--- src/rtl/txrec_pkg.sv ---
package txrec_pkg;

  typedef enum logic {
    PH_IDLE = 1'b0,
    PH_OPEN = 1'b1
  } phase_e;

  function automatic int rec_width(input int dur_w, input int gap_w,
                                   input int rtt_w, input int addr_w,
                                   input int opc_w);
    return dur_w + gap_w + rtt_w + addr_w + opc_w;
  endfunction

endpackage

--- src/rtl/txrec_phase.sv ---
module txrec_phase
  import txrec_pkg::*;
(
  input  logic clk,
  input  logic rst_n,
  input  logic valid,
  input  logic grant,
  input  logic last,
  output logic opens,
  output logic closes
);
  phase_e state;
  logic   beat;

  assign beat   = valid && grant;
  assign opens  = beat && (state == PH_IDLE);
  assign closes = beat && last;

  always_ff @(posedge clk) begin
    if (!rst_n) begin
      state <= PH_IDLE;
    end else if (beat) begin
      state <= last ? PH_IDLE : PH_OPEN;
    end
  end
endmodule

--- src/rtl/txrec_timer.sv ---
module txrec_timer #(
  parameter int W = 8
) (
  input  logic         clk,
  input  logic         rst_n,
  input  logic         restart,
  output logic [W-1:0] count
);
  always_ff @(posedge clk) begin
    if (!rst_n) begin
      count <= '0;
    end else if (restart) begin
      count <= W'(1);
    end else if (count != '1) begin
      count <= count + 1'b1;
    end
  end
endmodule

--- src/rtl/txrec_pending.sv ---
module txrec_pending #(
  parameter int DEPTH  = 4,
  parameter int ADDR_W = 16,
  parameter int OPC_W  = 4,
  parameter int DUR_W  = 6,
  parameter int GAP_W  = 6,
  parameter int RTT_W  = 8
) (
  input  logic              clk,
  input  logic              rst_n,
  input  logic              push,
  input  logic [ADDR_W-1:0] push_addr,
  input  logic [OPC_W-1:0]  push_opc,
  input  logic [GAP_W-1:0]  push_gap,
  input  logic              set_dur,
  input  logic [DUR_W-1:0]  dur_val,
  input  logic              pop,
  output logic              has_head,
  output logic [ADDR_W-1:0] head_addr,
  output logic [OPC_W-1:0]  head_opc,
  output logic [GAP_W-1:0]  head_gap,
  output logic [DUR_W-1:0]  head_dur,
  output logic [RTT_W-1:0]  head_rtt
);
  localparam int PW = $clog2(DEPTH);

  logic [PW-1:0]     wptr, rptr, last_ptr;
  logic [PW:0]       count;
  logic              push_ok, pop_ok;
  logic [ADDR_W-1:0] addr_q [DEPTH];
  logic [OPC_W-1:0]  opc_q  [DEPTH];
  logic [GAP_W-1:0]  gap_q  [DEPTH];
  logic [DUR_W-1:0]  dur_q  [DEPTH];
  logic [RTT_W-1:0]  age_w  [DEPTH];

  assign push_ok  = push && (count < (PW+1)'(DEPTH));
  assign has_head = (count != '0);
  assign pop_ok   = pop && has_head;

  // one saturating age counter per slot, restarted when the slot is filled
  for (genvar g = 0; g < DEPTH; g++) begin : g_slot
    logic [RTT_W-1:0] age;
    always_ff @(posedge clk) begin
      if (!rst_n) begin
        age <= '0;
      end else if (push_ok && (wptr == PW'(g))) begin
        age <= RTT_W'(1);
      end else if (age != '1) begin
        age <= age + 1'b1;
      end
    end
    assign age_w[g] = age;
  end

  always_ff @(posedge clk) begin
    if (!rst_n) begin
      wptr     <= '0;
      rptr     <= '0;
      last_ptr <= '0;
      count    <= '0;
    end else begin
      if (push_ok) begin
        wptr     <= wptr + 1'b1;
        last_ptr <= wptr;
      end
      if (pop_ok) rptr <= rptr + 1'b1;
      count <= count + (PW+1)'(push_ok) - (PW+1)'(pop_ok);
    end
  end

  always_ff @(posedge clk) begin
    if (push_ok) begin
      addr_q[wptr] <= push_addr;
      opc_q[wptr]  <= push_opc;
      gap_q[wptr]  <= push_gap;
      dur_q[wptr]  <= set_dur ? dur_val : '0;
    end
    if (set_dur && !push_ok) begin
      dur_q[last_ptr] <= dur_val;
    end
  end

  assign head_addr = addr_q[rptr];
  assign head_opc  = opc_q[rptr];
  assign head_gap  = gap_q[rptr];
  assign head_dur  = dur_q[rptr];
  assign head_rtt  = age_w[rptr];
endmodule

--- src/rtl/txrec_store.sv ---
module txrec_store #(
  parameter int DEPTH = 16,
  parameter int W     = 40,
  localparam int FW   = $clog2(DEPTH + 1)
) (
  input  logic          clk,
  input  logic          rst_n,
  input  logic          wr,
  input  logic [W-1:0]  wr_data,
  input  logic          rd_ready,
  output logic          rd_valid,
  output logic [W-1:0]  rd_data,
  output logic [FW-1:0] fill,
  output logic          overflow
);
  localparam int PW = $clog2(DEPTH);

  logic [W-1:0]  mem [DEPTH];
  logic [PW-1:0] wptr, rptr;
  logic          full, accept, take;

  assign full     = (fill == FW'(DEPTH));
  assign accept   = wr && !full;
  assign rd_valid = (fill != '0);
  assign take     = rd_valid && rd_ready;
  assign rd_data  = mem[rptr];

  always_ff @(posedge clk) begin
    if (!rst_n) begin
      wptr     <= '0;
      rptr     <= '0;
      fill     <= '0;
      overflow <= 1'b0;
    end else begin
      if (accept) wptr <= wptr + 1'b1;
      if (take)   rptr <= rptr + 1'b1;
      fill <= fill + FW'(accept) - FW'(take);
      if (wr && full) overflow <= 1'b1;
    end
  end

  always_ff @(posedge clk) begin
    if (accept) mem[wptr] <= wr_data;
  end
endmodule

--- src/rtl/txn_recorder.sv ---
module txn_recorder #(
  parameter int ADDR_W     = 16,
  parameter int OPC_W      = 4,
  parameter int DUR_W      = 6,
  parameter int GAP_W      = 6,
  parameter int RTT_W      = 8,
  parameter int PEND_DEPTH = 4,
  parameter int REC_DEPTH  = 16,
  localparam int REC_W  = txrec_pkg::rec_width(DUR_W, GAP_W, RTT_W, ADDR_W, OPC_W),
  localparam int FILL_W = $clog2(REC_DEPTH + 1)
) (
  input  logic              clk,
  input  logic              rst_n,
  input  logic              rq_valid,
  input  logic              rq_grant,
  input  logic              rq_last,
  input  logic [ADDR_W-1:0] rq_addr,
  input  logic [OPC_W-1:0]  rq_opc,
  input  logic              rs_valid,
  input  logic              rs_grant,
  input  logic              rs_last,
  input  logic              dump_ready,
  output logic              dump_valid,
  output logic [REC_W-1:0]  dump_data,
  output logic [FILL_W-1:0] rec_fill,
  output logic              overflow
);
  logic              req_open_ev, req_close_ev, ret_open_ev, ret_close_ev;
  logic [DUR_W-1:0]  dur_cnt, dur_val;
  logic [GAP_W-1:0]  gap_cnt, gap_val;
  logic              gap_valid;
  logic              has_head;
  logic [ADDR_W-1:0] head_addr;
  logic [OPC_W-1:0]  head_opc;
  logic [GAP_W-1:0]  head_gap;
  logic [DUR_W-1:0]  head_dur;
  logic [RTT_W-1:0]  head_rtt;
  logic              rec_wr;
  logic [REC_W-1:0]  rec_word;

  txrec_phase u_req_phase (
    .clk(clk), .rst_n(rst_n), .valid(rq_valid), .grant(rq_grant), .last(rq_last),
    .opens(req_open_ev), .closes(req_close_ev)
  );

  txrec_phase u_ret_phase (
    .clk(clk), .rst_n(rst_n), .valid(rs_valid), .grant(rs_grant), .last(rs_last),
    .opens(ret_open_ev), .closes(ret_close_ev)
  );

  txrec_timer #(.W(DUR_W)) u_dur_timer (
    .clk(clk), .rst_n(rst_n), .restart(req_open_ev), .count(dur_cnt)
  );

  txrec_timer #(.W(GAP_W)) u_gap_timer (
    .clk(clk), .rst_n(rst_n), .restart(req_close_ev), .count(gap_cnt)
  );

  // no gap is known until a first request has closed
  always_ff @(posedge clk) begin
    if (!rst_n)            gap_valid <= 1'b0;
    else if (req_close_ev) gap_valid <= 1'b1;
  end

  assign dur_val = req_open_ev ? '0 : dur_cnt;
  assign gap_val = gap_valid ? gap_cnt : '0;

  txrec_pending #(
    .DEPTH(PEND_DEPTH), .ADDR_W(ADDR_W), .OPC_W(OPC_W),
    .DUR_W(DUR_W), .GAP_W(GAP_W), .RTT_W(RTT_W)
  ) u_pending (
    .clk(clk), .rst_n(rst_n),
    .push(req_open_ev), .push_addr(rq_addr), .push_opc(rq_opc), .push_gap(gap_val),
    .set_dur(req_close_ev), .dur_val(dur_val),
    .pop(ret_close_ev),
    .has_head(has_head), .head_addr(head_addr), .head_opc(head_opc),
    .head_gap(head_gap), .head_dur(head_dur), .head_rtt(head_rtt)
  );

  assign rec_wr   = ret_close_ev && has_head;
  assign rec_word = {head_dur, head_gap, head_rtt, head_addr, head_opc};

  txrec_store #(.DEPTH(REC_DEPTH), .W(REC_W)) u_store (
    .clk(clk), .rst_n(rst_n),
    .wr(rec_wr), .wr_data(rec_word),
    .rd_ready(dump_ready), .rd_valid(dump_valid), .rd_data(dump_data),
    .fill(rec_fill), .overflow(overflow)
  );
endmodule

--- config.mk ---
export PLATFORM = sky130hd
export DESIGN_NAME = txn_recorder
export DESIGN_NICKNAME = d
export VERILOG_FILES = /design/src/rtl/txrec_pkg.sv /design/src/rtl/txrec_phase.sv /design/src/rtl/txrec_timer.sv /design/src/rtl/txrec_pending.sv /design/src/rtl/txrec_store.sv /design/src/rtl/txn_recorder.sv
export SDC_FILE = /design/constraint.sdc
export NUM_CORES = 1
export LEC_CHECK = 0
export CORE_UTILIZATION = 35
export CTS_CLUSTER_DIAMETER = 60
export DETAILED_ROUTE_END_ITERATION = 7
export DONT_BUFFER_PORTS = 1
export HOLD_SLACK_MARGIN = 0.03
export PLACE_DENSITY = 0.6
export REMOVE_ABC_BUFFERS = 1
export SYNTH_ARGS = -nofsm -noshare
export SYNTH_HDL_FRONTEND = slang
export SYNTH_SLANG_ARGS = --single-unit
--- constraint.sdc ---
create_clock -name clk -period 6.1 [get_ports clk]
set_clock_uncertainty 0.2 [all_clocks]
set_input_delay 0 -clock clk [delete_from_list [all_inputs] [get_ports clk]]
set_output_delay 0 -clock clk [all_outputs]
set_load 0.005 [all_outputs]
# After elaboration in Yosys (flattened, before gate mapping)
# Memories as Yosys holds them, arrays and structs flattened. A register that Yosys moved wholly into a read port is not among the register bits.
# Index checks and enable logic that the tools add are counted.
word_totals:
  regBits: 69
  ramBits: 768
  input_bits: 29
  out_inout_bits: 47
  elab_cells: 127
  memories: 5
classes:
  add_sub_neg: 14
  n_lt_le_gt_ge: 2
  eq_ne: 10
  mux: 38
  bitwise_logic: 3
  n_reduce_logical: 33
mem_list:
  columns: ["memory", "words", "width", "rd", "rd_ports_with_merged_regs", "wr", "line", "text"]
  rows:
  - ["u_store.mem", 16, 40, 1, 1, 1, "txrec_store.sv:18", "logic [W-1:0] mem [DEPTH];"]
  - ["u_pending.addr_q", 4, 16, 1, 1, 1, "txrec_pending.sv:30", "logic [ADDR_W-1:0] addr_q [DEPTH];"]
  - ["u_pending.dur_q", 4, 6, 1, 1, 1, "txrec_pending.sv:33", "logic [DUR_W-1:0] dur_q [DEPTH];"]
  - ["u_pending.gap_q", 4, 6, 1, 1, 1, "txrec_pending.sv:32", "logic [GAP_W-1:0] gap_q [DEPTH];"]
  - ["u_pending.opc_q", 4, 4, 1, 1, 1, "txrec_pending.sv:31", "logic [OPC_W-1:0] opc_q [DEPTH];"]
ops:
  columns: ["cell", "n"]
  rows:
  - ["8-bit by 1-bit adder with 8-bit output (second input constant)", 4]
  - ["8-bit != test (second input constant)", 4]
  - ["6-bit two-way mux", 4]
  - ["1-bit two-way mux", 20]
  - ["2-bit two-way mux", 9]
  - ["8-bit binary-select mux with 2-bit select", 1]
  - ["8-bit two-way mux", 2]
  - ["1-bit logical AND", 15]
  - ["6-bit by 1-bit adder with 6-bit output (second input constant)", 2]
  - ["6-bit != test (second input constant)", 2]
  - ["2-bit nonzero test", 6]
  - ["2-bit OR reduction", 6]
  - ["4-bit by 1-bit adder with 4-bit output (second input constant)", 2]
  - ["4-bit two-way mux", 2]
  - ["6-bit OR reduction", 1]
  - ["5-bit by 1-bit adder with 5-bit output", 1]
  - ["5-bit equality test (second input constant)", 1]
  - ["5-bit nonzero test", 1]
  - ["5-bit by 1-bit subtractor with 5-bit output", 1]
  - ["2-bit by 1-bit adder with 2-bit output (second input constant)", 2]
  - ["2-bit equality test (second input constant)", 2]
  - ["3-bit by 1-bit adder with 3-bit output", 1]
  - ["3-bit greater-or-equal comparator (second input constant)", 1]
  - ["3-bit less-than comparator (second input constant)", 1]
  - ["7 further kinds", 9]

# Depth between registers and ports, before layout
logic_depth:
  depth_word: 9
  depth_mapped: 15
  ltp_nobuf: 14

# Modules after synthesis
# From an unflattened synthesis, not the netlist that was laid out.
hier_totals:
  cells_unflattened: 1619
  area_unflattened_um2: 33133.0
by_module_without_submodules:
  columns: ["mod", "n_inst", "cells_per_inst", "area_each_um2", "seq_area_each_um2"]
  rows:
  - ["txrec_store", 1, 1092, 25195.4, 19578.8]
  - ["txrec_pending", 1, 432, 7123.1, 4704.5]
  - ["txrec_timer", 2, 34, 296.5, 120.1]
  - ["txrec_phase", 2, 6, 56.3, 20.0]
  - ["txn_recorder", 1, 15, 108.9, 20.0]

# Least setup slack after synthesis
# OpenSTA, ideal clock, no wires.
synth_timing:
  kind: "reg-to-reg"
  from: "register u_store.fill[2]"
  to: "memory u_store.mem[3][0], enable pin"
  setup_ns: 0.487
  arrival_ns: 3.652
  required_time_ns: 5.413
  slack_ns: 1.761
  stages_incl_launch_ff: 6
  n_path_buf: 0
  synth_period_minus_slack_ns: 4.339
  path_cell_list: "dfxtp_1 inv_1 ha_1 nand4bb_1 nand4_1 nor3_1"
synth_via:
  elab_chain_len: 5
synth_lines:
  columns: ["element", "line", "text"]
  rows:
  - ["start: declaration", "txrec_store.sv:13", "output logic [FW-1:0] fill,"]
  - ["start signal: assignment", "txrec_store.sv:37", "fill <= fill + FW'(accept) - FW'(take);"]
  - ["5-bit equality test", "txrec_store.sv:22", "assign full = (fill == FW'(DEPTH));"]
  - ["1-bit zero test", "txrec_store.sv:23", "assign accept = wr && !full;"]
  - ["1-bit logical AND", "txrec_store.sv:23", null]
  - ["1-bit two-way mux", "txrec_store.sv:43", "if (accept) mem[wptr] <= wr_data;"]
  - ["1-bit two-way mux (not written as such)", "txrec_store.sv:43", null]
  - ["end: declaration", "txrec_store.sv:18", null]
# Every way passes these cells.

==> run summary <==
The power spent charging and discharging nets came out at 3410 uW. The worst hold slack is 75.1 ps. Derived from the worst setup path, the maximum achievable clock frequency is 282 MHz.

The sequential share of power is 0.479. The repair_antennas step left the layout with diodes totalling 0. Synthesis instantiated 44 different standard cells from the library.

The number of buffers inserted by post-CTS setup repair is 0. The category of the worst setup path capture point is a primary output. The number of failing hold endpoints at the final stage came out at 0.

The share of final-layout standard cells stronger than drive strength 1 is 0.186. The combinational share of power is 0.139. The floorplan step defined a die boundary enclosing 94500 um2. By area the synthesized netlist is led by sky130_fd_sc_hd__edfxtp_1 71%, sky130_fd_sc_hd__mux4_2 9.7%, sky130_fd_sc_hd__mux4_1 4.8%. The vertical extent of the die is 307 um. The average via count per standard cell came out at 5.17. The flow ran to the end, and the final reports show no timing, DRC or antenna violations. STA classifies the critical path startpoint as a register. The minimum clock period is 3550 ps. The total count of max-transition violations in the final report was 0. The number of nets in the finished design came out at 1743. The total power per unit cell area came out at 372 nW/um2. On the critical path, the stage with the largest delay is an instance of sky130_fd_sc_hd__dfxtp_4.

The largest net degree at the start of global routing came out at 161. The number of standard-cell rows in the floorplan came out at 111. The finished cells cover 37500 um2.

The number of global-route vias before repair came out at 16.4k. The total vias in the final route is 15.5k. The share of power burned in the clock network is 0.382.

The share of the yosys chip area belonging to registers is 0.752. The number of instances in the synthesized netlist came out at 1585. For this run the aggregate overflow at the end of global routing stands at 0. After detailed routing, the number of remaining DRC violations is 0. TritonCTS built the clock tree.

The critical path is of the reg -> out type. The later-pin clock latency in the skew report came out at 650 ps. The signal on the critical path passes through buf_12 -> mux4_2 -> a22oi_1 -> nand2_1. The final RePlAce weighted congestion came out at 0.729. The global router's overall resource usage is 0.150. The post-synthesis instance area came out at 32600 um2.

The remaining antenna violation count after routing is 0. The main flop type after synthesis is sky130_fd_sc_hd__edfxtp_1. Buffers inserted during clock tree synthesis total 91. The total power of the final layout is 14000 uW. Dividing the final minimum period by the clock period gives 0.581. The number of failing setup endpoints in the final timing report is 0. The clock passes through at most 3 buffers. The worst path setup slack after routing came out at 2550 ps. The number of port buffers came out at 0. The normalized max-slew margin is 0.197. At the pin with the least slew margin, the transition time is 1200 ps. The critical-path maximum fanout is 65. The design internal power came out at 10500 uW.

The total routed wirelength is 70000 um. The number of optimization iterations in the first detailed-route pass is 6. Of the post-synthesis cell area, the dominant cell type holds 0.706.

Clock-pin slew was measured on the worst setup and hold paths at 60 ps. The number of flops mapped to enable cells by yosys is 768. The leakage power summed over all cells is 0.0119 uW.

The number of synthesis warnings came out at 0. The floorplan step set the die width to 307 um. The synthesized design spends more area on one cell type than any other, namely sky130_fd_sc_hd__edfxtp_1. Timing analysis after detailed placement gives a worst setup slack of 2670 ps. The register bit total from synthesis came out at 843. The first global-routing pass estimated 105000 um of wire. 76 I/O pins were placed. The path class of the tightest hold or removal check is in -> reg. The core box area is 92100 um2. The peak supply drop is 0.000231 V. The tree built by TritonCTS fans out to 843 sinks.

The initial utilization of the core area, before any placement, comes to 0.355. The relative area change from synthesis to final layout came out at 15.0%. The number of max-capacitance violations reported is 0. For the worst setup path, the data required time is 5900 ps. The initial antenna violation count came out at 2.

Setup repair after global routing left no endpoint under its margin. The average wire per cell in the routed design is 23.3 um. The HPWL after detailed placement came out at 38500 um. The core occupancy in the finished layout came out at 0.408. The arrival time of data at the critical path endpoint came out at 3350 ps. The count of routing violations after the opening detailed-route iteration came out at 1319. The instance area at placement came out at 34000 um2. The tree is rooted in a sky130_fd_sc_hd__clkbuf_16. The proportion of register bits with asynchronous set or reset after synthesis is 0. On the worst path, the slowest cell contributes a delay of 1020 ps. In this run the number of H-tree levels came out at 3.

The share of total power consumed by net switching came out at 0.245. The synthesized area per cell came out at 20.6 um2.
final timing paths:
check	to	start	cells after the start	slack, ps
worst max-delay path	dump_data[13]	register	4	2550
worst min-delay path	u_store.wptr[0]	rs_grant	4	80
worst max register to register	u_store.mem[8][8]	u_store.fill[3]	6	2760
worst min register to register	register	u_store.rptr[1]	2	310
cells by family after synthesis:
family          Yosys count  share of synthesized area
fa+ha+maj                25                     0.0100
xor+xnor                 25                    0.00671
compound gates          128                     0.0271
simple gates            256                     0.0379
mux                     211                      0.148
buf+inv                  97                     0.0176
flops                   843                      0.752
sequential cells by signal (all words and copies together), names as in the netlist, 2 cells and up, named ones only:
| signal | flops |
|---|---|
| u_pending.wptr | 2 |
| u_pending.gap_q | 24 |
| u_pending.rptr | 2 |
| u_pending.opc_q | 16 |
| u_store.rptr | 4 |
| u_dur_timer.count | 6 |
| u_store.wptr | 4 |
| u_pending.addr_q | 64 |
| u_gap_timer.count | 6 |
| u_pending.last_ptr | 2 |
| u_pending.dur_q | 24 |
| u_pending.count | 3 |
| u_pending.g_slot.age | 32 |
| u_store.mem | 640 |
| u_store.fill | 5 |
cell usage in the layout, fill, tap and decap left out, types with 10 or more instances in the layout:
| cell | instances |
|---|---|
| sky130_fd_sc_hd__edfxtp_1 | 768 |
| sky130_fd_sc_hd__mux4_2 | 140 |
| sky130_fd_sc_hd__clkbuf_16 | 91 |
| sky130_fd_sc_hd__a22oi_1 | 80 |
| sky130_fd_sc_hd__nand2_1 | 74 |
| sky130_fd_sc_hd__dfxtp_1 | 71 |
| sky130_fd_sc_hd__mux4_1 | 60 |
| sky130_fd_sc_hd__nor2_1 | 58 |
| sky130_fd_sc_hd__dlygate4sd3_1 | 54 |
| sky130_fd_sc_hd__buf_4 | 26 |
| sky130_fd_sc_hd__inv_1 | 25 |
| sky130_fd_sc_hd__nor3_1 | 24 |
| sky130_fd_sc_hd__ha_1 | 23 |
| sky130_fd_sc_hd__nand3_1 | 22 |
| sky130_fd_sc_hd__a21oi_1 | 20 |
| sky130_fd_sc_hd__clkbuf_1 | 19 |
| sky130_fd_sc_hd__clkinv_1 | 19 |
| sky130_fd_sc_hd__and2_1 | 16 |
| sky130_fd_sc_hd__xor2_1 | 15 |
| sky130_fd_sc_hd__clkinv_2 | 15 |
| sky130_fd_sc_hd__and3_2 | 14 |
| sky130_fd_sc_hd__mux2i_1 | 11 |
| sky130_fd_sc_hd__nand4_1 | 10 |
| sky130_fd_sc_hd__xnor2_1 | 10 |
Yosys cell counts, drive strengths merged (3+ instances only):
cell    count
nand2      74
nand3      22
inv        25
clkbuf     37
xnor2      10
nor2b       7
nor3b       5
and4        3
mux2i      11
o21ai       8
nor3       25
xor2       15
nand2b      3
ha         23
a21oi      20
a31oi       9
edfxtp    768
nand4      10
nor2       59
a22oi      80
buf        35
and3       23
and2       17
dfxtp      75
mux4      200
power by group through the flow:
stage | clock (uW) | sequential (uW) | combinational, uW
2_1_floorplan | 0 | 6950 | 1470
3_3_place_gp | 0 | 6800 | 1920
3_5_place_dp | 0 | 6810 | 1950
4_1_cts | 5460 | 6690 | 2000
5_1_grt | 5690 | 6700 | 2110
6_report | 5340 | 6680 | 1940
routing by layer:
metal / vias up / wire, um / track usage
li1: 6801 / - / -
met1: 8238 / 29600 / 0.195
met2: 423 / 34700 / 0.252
met3: 83 / 4600 / 0.0373
met4: 0 / 1150 / 0.0385
met5: - / 0 / 0
what timing repair did:
item	4_1_cts	5_1_grt
endpoints found under the hold margin	203	0
hold buffers	54	0
gates resized for setup	0	0
through the flow:
step,TNS [ps],cells
finish,0,3008
floorplan,-44890,1513
detailed placement,0,2785
global route,0,3008
global placement,0,2785
CTS,0,3008
critical path, delay by kind of cell (launching register included):
family	cells	cell delay, ps
flops	1	1020
mux	1	580
buf+inv	1	510
compound gates	1	350
simple gates	1	160
final cells by class:
| class | instances | area (um2) |
|---|---|---|
| well taps | 1243 | 1560 |
| clock buffers | 113 | 2380 |
| multi-input cells | 645 | 7570 |
| inverters | 25 | 93.8 |
| repair buffers | 83 | 796 |
| clock inverters | 56 | 557 |
| flip-flops and latches | 843 | 24600 |
| fillers | 7971 | 54600 |
(Power assumes the default switching activity.)
